===== config.mk =====
export PLATFORM = sky130hd
export DESIGN_NAME = irq_route_top
export DESIGN_NICKNAME = d
export VERILOG_FILES = /design/src/rtl/irq_route_pkg.sv /design/src/rtl/irq_route_decode.sv /design/src/rtl/irq_route_regfile.sv /design/src/rtl/irq_route_gate.sv /design/src/rtl/irq_route_readback.sv /design/src/rtl/irq_route_top.sv
export SDC_FILE = /design/constraint.sdc
export NUM_CORES = 1
export LEC_CHECK = 0
export BUFFER_PORTS_ARGS = -buffer_cell sky130_fd_sc_hd__buf_4
export CAP_MARGIN = 20
export CORE_MARGIN = 2
export CORE_UTILIZATION = 35
export DETAILED_ROUTE_END_ITERATION = 16
export SYNTH_ARGS = -nofsm -noshare
export SYNTH_HDL_FRONTEND = slang
export SYNTH_HIERARCHICAL = 1
export SYNTH_SLANG_ARGS = --single-unit
export TNS_END_PERCENT = 5

===== constraint.sdc =====
create_clock -name clk -period 2.9 [get_ports clk]
set_input_delay 0.29 -clock clk [delete_from_list [all_inputs] [get_ports clk]]
set_output_delay 0.29 -clock clk [all_outputs]
set_load 0.05 [all_outputs]

===== src/rtl/irq_route_pkg.sv =====
package irq_route_pkg;
  localparam int NUM_CORES = 2;
  localparam int MASTER_W  = (NUM_CORES > 1) ? $clog2(NUM_CORES) : 1;
  typedef logic [NUM_CORES-1:0] core_mask_t;
endpackage


===== src/rtl/irq_route_decode.sv =====
module irq_route_decode #(
  parameter int                 NUM_SRC    = 112,
  parameter int                 ADDR_W     = 12,
  parameter int                 IDX_W      = 7,
  parameter logic [ADDR_W-1:0]  ROUTE_BASE = 12'h080,
  parameter logic [ADDR_W-1:0]  ID_ADDR    = 12'h004
) (
  input  logic [ADDR_W-1:0] addr,
  output logic              hit_route,
  output logic              hit_id,
  output logic [IDX_W-1:0]  idx
);
  localparam logic [ADDR_W-1:0] ROUTE_END = ROUTE_BASE + ADDR_W'(2 * NUM_SRC);

  logic [ADDR_W-1:0] offset;

  always_comb begin
    offset    = addr - ROUTE_BASE;
    idx       = offset[IDX_W:1];
    hit_route = (addr >= ROUTE_BASE) && (addr < ROUTE_END) && !addr[0];
    hit_id    = (addr == ID_ADDR);
  end
endmodule


===== src/rtl/irq_route_regfile.sv =====
module irq_route_regfile
  import irq_route_pkg::*;
#(
  parameter int NUM_SRC = 112,
  parameter int IDX_W   = 7
) (
  input  logic                             clk,
  input  logic                             rst,
  input  logic                             wr_en,
  input  logic [IDX_W-1:0]                 wr_idx,
  input  core_mask_t                       wr_mask,
  output logic [NUM_SRC-1:0][NUM_CORES-1:0] route_en
);
  for (genvar n = 0; n < NUM_SRC; n++) begin : g_src
    always_ff @(posedge clk) begin
      if (rst) begin
        route_en[n] <= '0;
      end else if (wr_en && (wr_idx == IDX_W'(n))) begin
        route_en[n] <= wr_mask;
      end
    end
  end
endmodule


===== src/rtl/irq_route_gate.sv =====
module irq_route_gate
  import irq_route_pkg::*;
#(
  parameter int NUM_SRC = 112
) (
  input  logic [NUM_SRC-1:0]                src_irq,
  input  logic [NUM_SRC-1:0][NUM_CORES-1:0] route_en,
  output logic [NUM_CORES-1:0][NUM_SRC-1:0] core_irq
);
  for (genvar c = 0; c < NUM_CORES; c++) begin : g_core
    for (genvar n = 0; n < NUM_SRC; n++) begin : g_src
      assign core_irq[c][n] = src_irq[n] & route_en[n][c];
    end
  end
endmodule


===== src/rtl/irq_route_readback.sv =====
module irq_route_readback
  import irq_route_pkg::*;
#(
  parameter int NUM_SRC = 112,
  parameter int IDX_W   = 7,
  parameter int DATA_W  = 16
) (
  input  logic                             clk,
  input  logic                             rst,
  input  logic                             rd_en,
  input  logic                             hit_route,
  input  logic                             hit_id,
  input  logic [IDX_W-1:0]                 idx,
  input  logic [MASTER_W-1:0]              master,
  input  logic [NUM_SRC-1:0][NUM_CORES-1:0] route_en,
  output logic                             rsp_valid,
  output logic [DATA_W-1:0]                rsp_rdata
);
  core_mask_t        sel_mask;
  logic [DATA_W-1:0] rd_next;

  always_comb begin
    sel_mask = '0;
    for (int n = 0; n < NUM_SRC; n++) begin
      if (idx == IDX_W'(n)) sel_mask = route_en[n];
    end
    if (hit_route)   rd_next = DATA_W'(sel_mask);
    else if (hit_id) rd_next = DATA_W'(master);
    else             rd_next = '0;
  end

  always_ff @(posedge clk) begin
    if (rst) begin
      rsp_valid <= 1'b0;
      rsp_rdata <= '0;
    end else begin
      rsp_valid <= rd_en;
      rsp_rdata <= rd_en ? rd_next : '0;
    end
  end
endmodule


===== src/rtl/irq_route_top.sv =====
module irq_route_top
  import irq_route_pkg::*;
#(
  parameter int NUM_SRC = 112,
  parameter int ADDR_W  = 12,
  parameter int DATA_W  = 16
) (
  input  logic                clk,
  input  logic                rst,
  input  logic                req_valid,
  input  logic                req_write,
  input  logic [ADDR_W-1:0]   req_addr,
  input  logic [DATA_W-1:0]   req_wdata,
  input  logic [MASTER_W-1:0] req_master,
  output logic                rsp_valid,
  output logic [DATA_W-1:0]   rsp_rdata,
  input  logic [NUM_SRC-1:0]  src_irq,
  output logic [NUM_SRC-1:0]  core0_irq,
  output logic [NUM_SRC-1:0]  core1_irq
);
  localparam int                IDX_W      = $clog2(NUM_SRC);
  localparam logic [ADDR_W-1:0] ROUTE_BASE = ADDR_W'(12'h080);
  localparam logic [ADDR_W-1:0] ID_ADDR    = ADDR_W'(12'h004);

  logic                              hit_route;
  logic                              hit_id;
  logic [IDX_W-1:0]                  idx;
  logic [NUM_SRC-1:0][NUM_CORES-1:0] route_en;
  logic [NUM_CORES-1:0][NUM_SRC-1:0] core_irq;

  irq_route_decode #(
    .NUM_SRC(NUM_SRC), .ADDR_W(ADDR_W), .IDX_W(IDX_W),
    .ROUTE_BASE(ROUTE_BASE), .ID_ADDR(ID_ADDR)
  ) u_decode (
    .addr(req_addr), .hit_route(hit_route), .hit_id(hit_id), .idx(idx)
  );

  irq_route_regfile #(.NUM_SRC(NUM_SRC), .IDX_W(IDX_W)) u_regfile (
    .clk(clk), .rst(rst),
    .wr_en(req_valid && req_write && hit_route),
    .wr_idx(idx),
    .wr_mask(req_wdata[NUM_CORES-1:0]),
    .route_en(route_en)
  );

  irq_route_readback #(.NUM_SRC(NUM_SRC), .IDX_W(IDX_W), .DATA_W(DATA_W)) u_readback (
    .clk(clk), .rst(rst),
    .rd_en(req_valid && !req_write),
    .hit_route(hit_route), .hit_id(hit_id), .idx(idx),
    .master(req_master), .route_en(route_en),
    .rsp_valid(rsp_valid), .rsp_rdata(rsp_rdata)
  );

  irq_route_gate #(.NUM_SRC(NUM_SRC)) u_gate (
    .src_irq(src_irq), .route_en(route_en), .core_irq(core_irq)
  );

  assign core0_irq = core_irq[0];
  assign core1_irq = core_irq[1];
endmodule


==> results by group <==
Drt
  • Post-Route WL: 55,380 um
  • DRT Pass-1 Iters: 5
  • DRT iter0 DRCs: 1,059
  • Wirelength per Cell: 22.07 um
  • DR vias: 13,680
  • DRC: 0
  • Vias per cell: 5.453
  • Remaining antenna violation count: 0

CTS
  • Longest Clk Path Bufs: 3
  • TritonCTS clock tree: done
  • H-tree depth: 1
  • Clk slew on worst S/H paths: 60 ps
  • Post-CTS Setup Repair Bufs: 0
  • CTS sink count: 227
  • Total CTS buffers: 26
  • Post-CTS Hold Buffers: 0
  • Root Buffer: clkbuf_16
  • Gates resized, CTS repair: 0
  • Worst-Skew Late Latency: 540 ps

Synthesis
  • Post-synth ARST share: 0
  • Synth Flop Type: dfxtp_1
  • Synthesized area: 14,540 um^2
  • Register area share after synthesis: 0.3126
  • Yosys warns: 6
  • Syn Inst Count: 1,643
  • Yosys cell types: 95
  • EDFF count, synth: 0
  • Mean post-synth cell area: 8.847 um^2
  • Synth Register Bits: 227

Setup path
  • Top delay family on crit path: compound AO/OA/AOI/OAI gates
  • R2R depth: 7
  • Crit Path Max Fanout: 32
  • R2r setup slk: 630 ps
  • Worst setup EP type: register
  • Kind of critical path: in2reg
  • RR Endpoint: u_readback/rsp_rdata[1]$_SDFF_PP0_
  • Arrival time worst endpoint: 2700 ps
  • Reg-to-reg critical path startpoint: u_regfile/route_en[149]$_SDFFE_PP0P_
  • CP cell instances: buf_4 -> nor2b_1 -> o21a_1 -> o211ai_1 -> a211oi_1 -> o21ai_0 -> a221oi_4 -> o31ai_2
  • Buffer and inverter count on the worst path: 1
  • Slowest CP cell: nor2b_1
  • Req. time, crit path: 3310 ps
  • Slowest stage delay, CP: 760 ps
  • Setup crit start kind: input pin

Place
  • # port buffers: 357
  • Gp weighted congestion: 0.9019
  • Placed cells: 2,467
  • Final HPWL DP: 41,980 um

Floorplanning
  • Die footprint: 43,180 um^2
  • Initial Utilization: 0.3552
  • FP Rows: 74
  • Die Ht: 207.8 um
  • I/O pins: 386
  • Core ar.: 40,920 um^2
  • Die W: 207.8 um

Outcome
  • Status: completed

STA
  • Fmax: 0.4369 GHz
  • Max-slew headroom: 0.3782
  • Clock Skew: 15.08 ps
  • RSZ-0062 raised after global routing: false
  • Tmin final: 2289 ps
  • Setup tns final: 0 ps
  • Final worst path period share: 0.7892
  • Final setup viols: 0
  • Min Hold Slack: 42.27 ps
  • Final hold violation count: 0
  • Slew Limit Fails: 0
  • Worst slew pin tran: 932.8 ps

Min path
  • Worst min path class: in2reg
  • Hold endpoint: u_readback/rsp_valid$_SDFF_PP0_
  • Worst hold start: rst
  • Hold depth: 2

Global routing
  • GRT overflow: 0
  • Antenna violations before repair: 4
  • First-pass GRT wire length: 82,300 um
  • Busiest metal layer after global routing: met2
  • GRT Overall Usage: 0.2435
  • M2 GR Usage: 0.3966
  • Met1 global-route usage: 0.3347
  • Vias in the first global route: 13,330
  • Largest net degree at the start of global routing: 225
  • M3 GR Usage: 0.03918

Cells and area
  • Area delta synth->final: 27.86%
  • Final net count: 2,108
  • Share of layout cells above drive strength 1: 0.2699
  • Core Util, Final: 0.4542
  • Final cell count without fillers: 2,509

Power and ir drop
  • Leak Pwr: 8.901 nW
  • Maximum VDD drop: 0.3764 mV
  • Total Power: 7.182 mW
  • PwrDens: 386.4 nW/um^2

Job
  • Max_cap viols: 0
==> report_power, final <==
group          total [mW]  internal [mW]  switching (mW)
clock                3.19           1.91            1.28
sequential           3.12           3.12        0.000326
combinational       0.871          0.361           0.510
total                7.18           5.39            1.79
==> logic make-up (layout without fill, tap and decap cells) <==
family                 after synthesis  in the layout  synth area share
buffers and inverters              160            479           0.05939
flip-flops                         227            227            0.3126
AO/OA/AOI/OAI                      206            206            0.1032
AND/OR/NAND/NOR                    778            778            0.3314
multiplexers                       271            271            0.1931
other                                1             16         0.0002580
==> stage by stage <==
| stage | setup slack (ps) | instance area [um^2] |
|---|---|---|
| 2_1_floorplan | 577.5 | 14590 |
| 3_3_place_gp | 200.2 | 17770 |
| 3_5_place_dp | 153.4 | 17770 |
| 4_1_cts | 645.6 | 18580 |
| 5_1_grt | 570.2 | 18580 |
| 6_report | 611.4 | 18590 |
==> flip-flops by register name (all words and copies together), names as in the netlist <==
signal                cells
u_readback/rsp_valid      1
u_readback/rsp_rdata      2
u_regfile/route_en      224
==> Yosys cell counts (13+ instances only) <==
library cell	instances	area (um^2)
and4bb_2	13	162.7
a211oi_1	19	142.6
o21ai_0	44	220.2
buf_2	45	225.2
dfxtp_1	227	4544
nand2_1	123	461.7
and2_1	230	1439
nand3_1	24	120.1
nor3_1	14	70.07
mux2i_1	252	2522
o22ai_1	17	106.4
nand2b_1	238	1489
clkbuf_1	58	217.7
a21oi_1	27	135.1
nor2_1	32	120.1
nor2b_1	19	118.9
buf_4	33	247.7
==> layout by cell type, fill, tap and decap left out, types with 6 or more instances in the layout <==
master,instances
buf_4,421
mux2i_1,252
nand2b_1,236
and2_1,230
dfxtp_1,227
nand2_1,123
o21ai_0,44
nor2_1,32
clkbuf_16,27
a21oi_1,27
nand3_1,24
nor2b_1,19
a211oi_1,19
o22ai_1,17
nor3_1,14
conb_1,14
and4bb_2,13
mux2_2,11
and4b_1,11
a31oi_1,10
buf_12,8
o211ai_1,8
nor3b_1,8
nand4_1,8
inv_1,7
nand3b_1,7
clkbuf_8,6
or3b_1,6
o31ai_1,6
o221ai_1,6
mux4_2,6
o21a_1,6
==> metal layers <==
layer,vias to the layer above,share of wire
met5,-,0.00076
met4,6,0.025
met3,92,0.069
met2,593,0.46
met1,6650,0.44
li1,6340,-
==> cell type report <==
cell class / count / area (um^2)
repair buffers: 430 / 3332
clock buffers: 37 / 773.2
inverters: 9 / 33.78
diodes: 2 / 5.005
multi-input cells: 1269 / 9193
clock inverters: 3 / 40.04
flip-flops and latches: 227 / 4544
well taps: 532 / 665.6
fillers: 4031 / 22340
==> worst register-to-register path, stage by stage (launching register included) <==
cell	delay [ps]
dfxtp_1	360
mux2_4	300
o211ai_2	130
or3b_1	390
a2111o_1	380
and4b_4	240
a221oi_4	230
o31ai_2	100
==> worst max path at each step <==
stage / start / end / depth (start not counted)
after floorplan: req_addr[9] / u_regfile/route_en[34]$_SDFFE_PP0P_ / 7
after global placement: req_addr[2] / u_readback/rsp_rdata[0]$_SDFF_PP0_ / 9
after detailed placement: req_addr[2] / u_readback/rsp_rdata[0]$_SDFF_PP0_ / 9
after CTS: u_regfile/route_en[149]$_SDFFE_PP0P_ / u_readback/rsp_rdata[1]$_SDFF_PP0_ / 7
after global routing: u_regfile/route_en[155]$_SDFFE_PP0P_ / u_readback/rsp_rdata[1]$_SDFF_PP0_ / 7
final: req_addr[3] / u_readback/rsp_rdata[1]$_SDFF_PP0_ / 8
(Power assumes the default switching activity.)
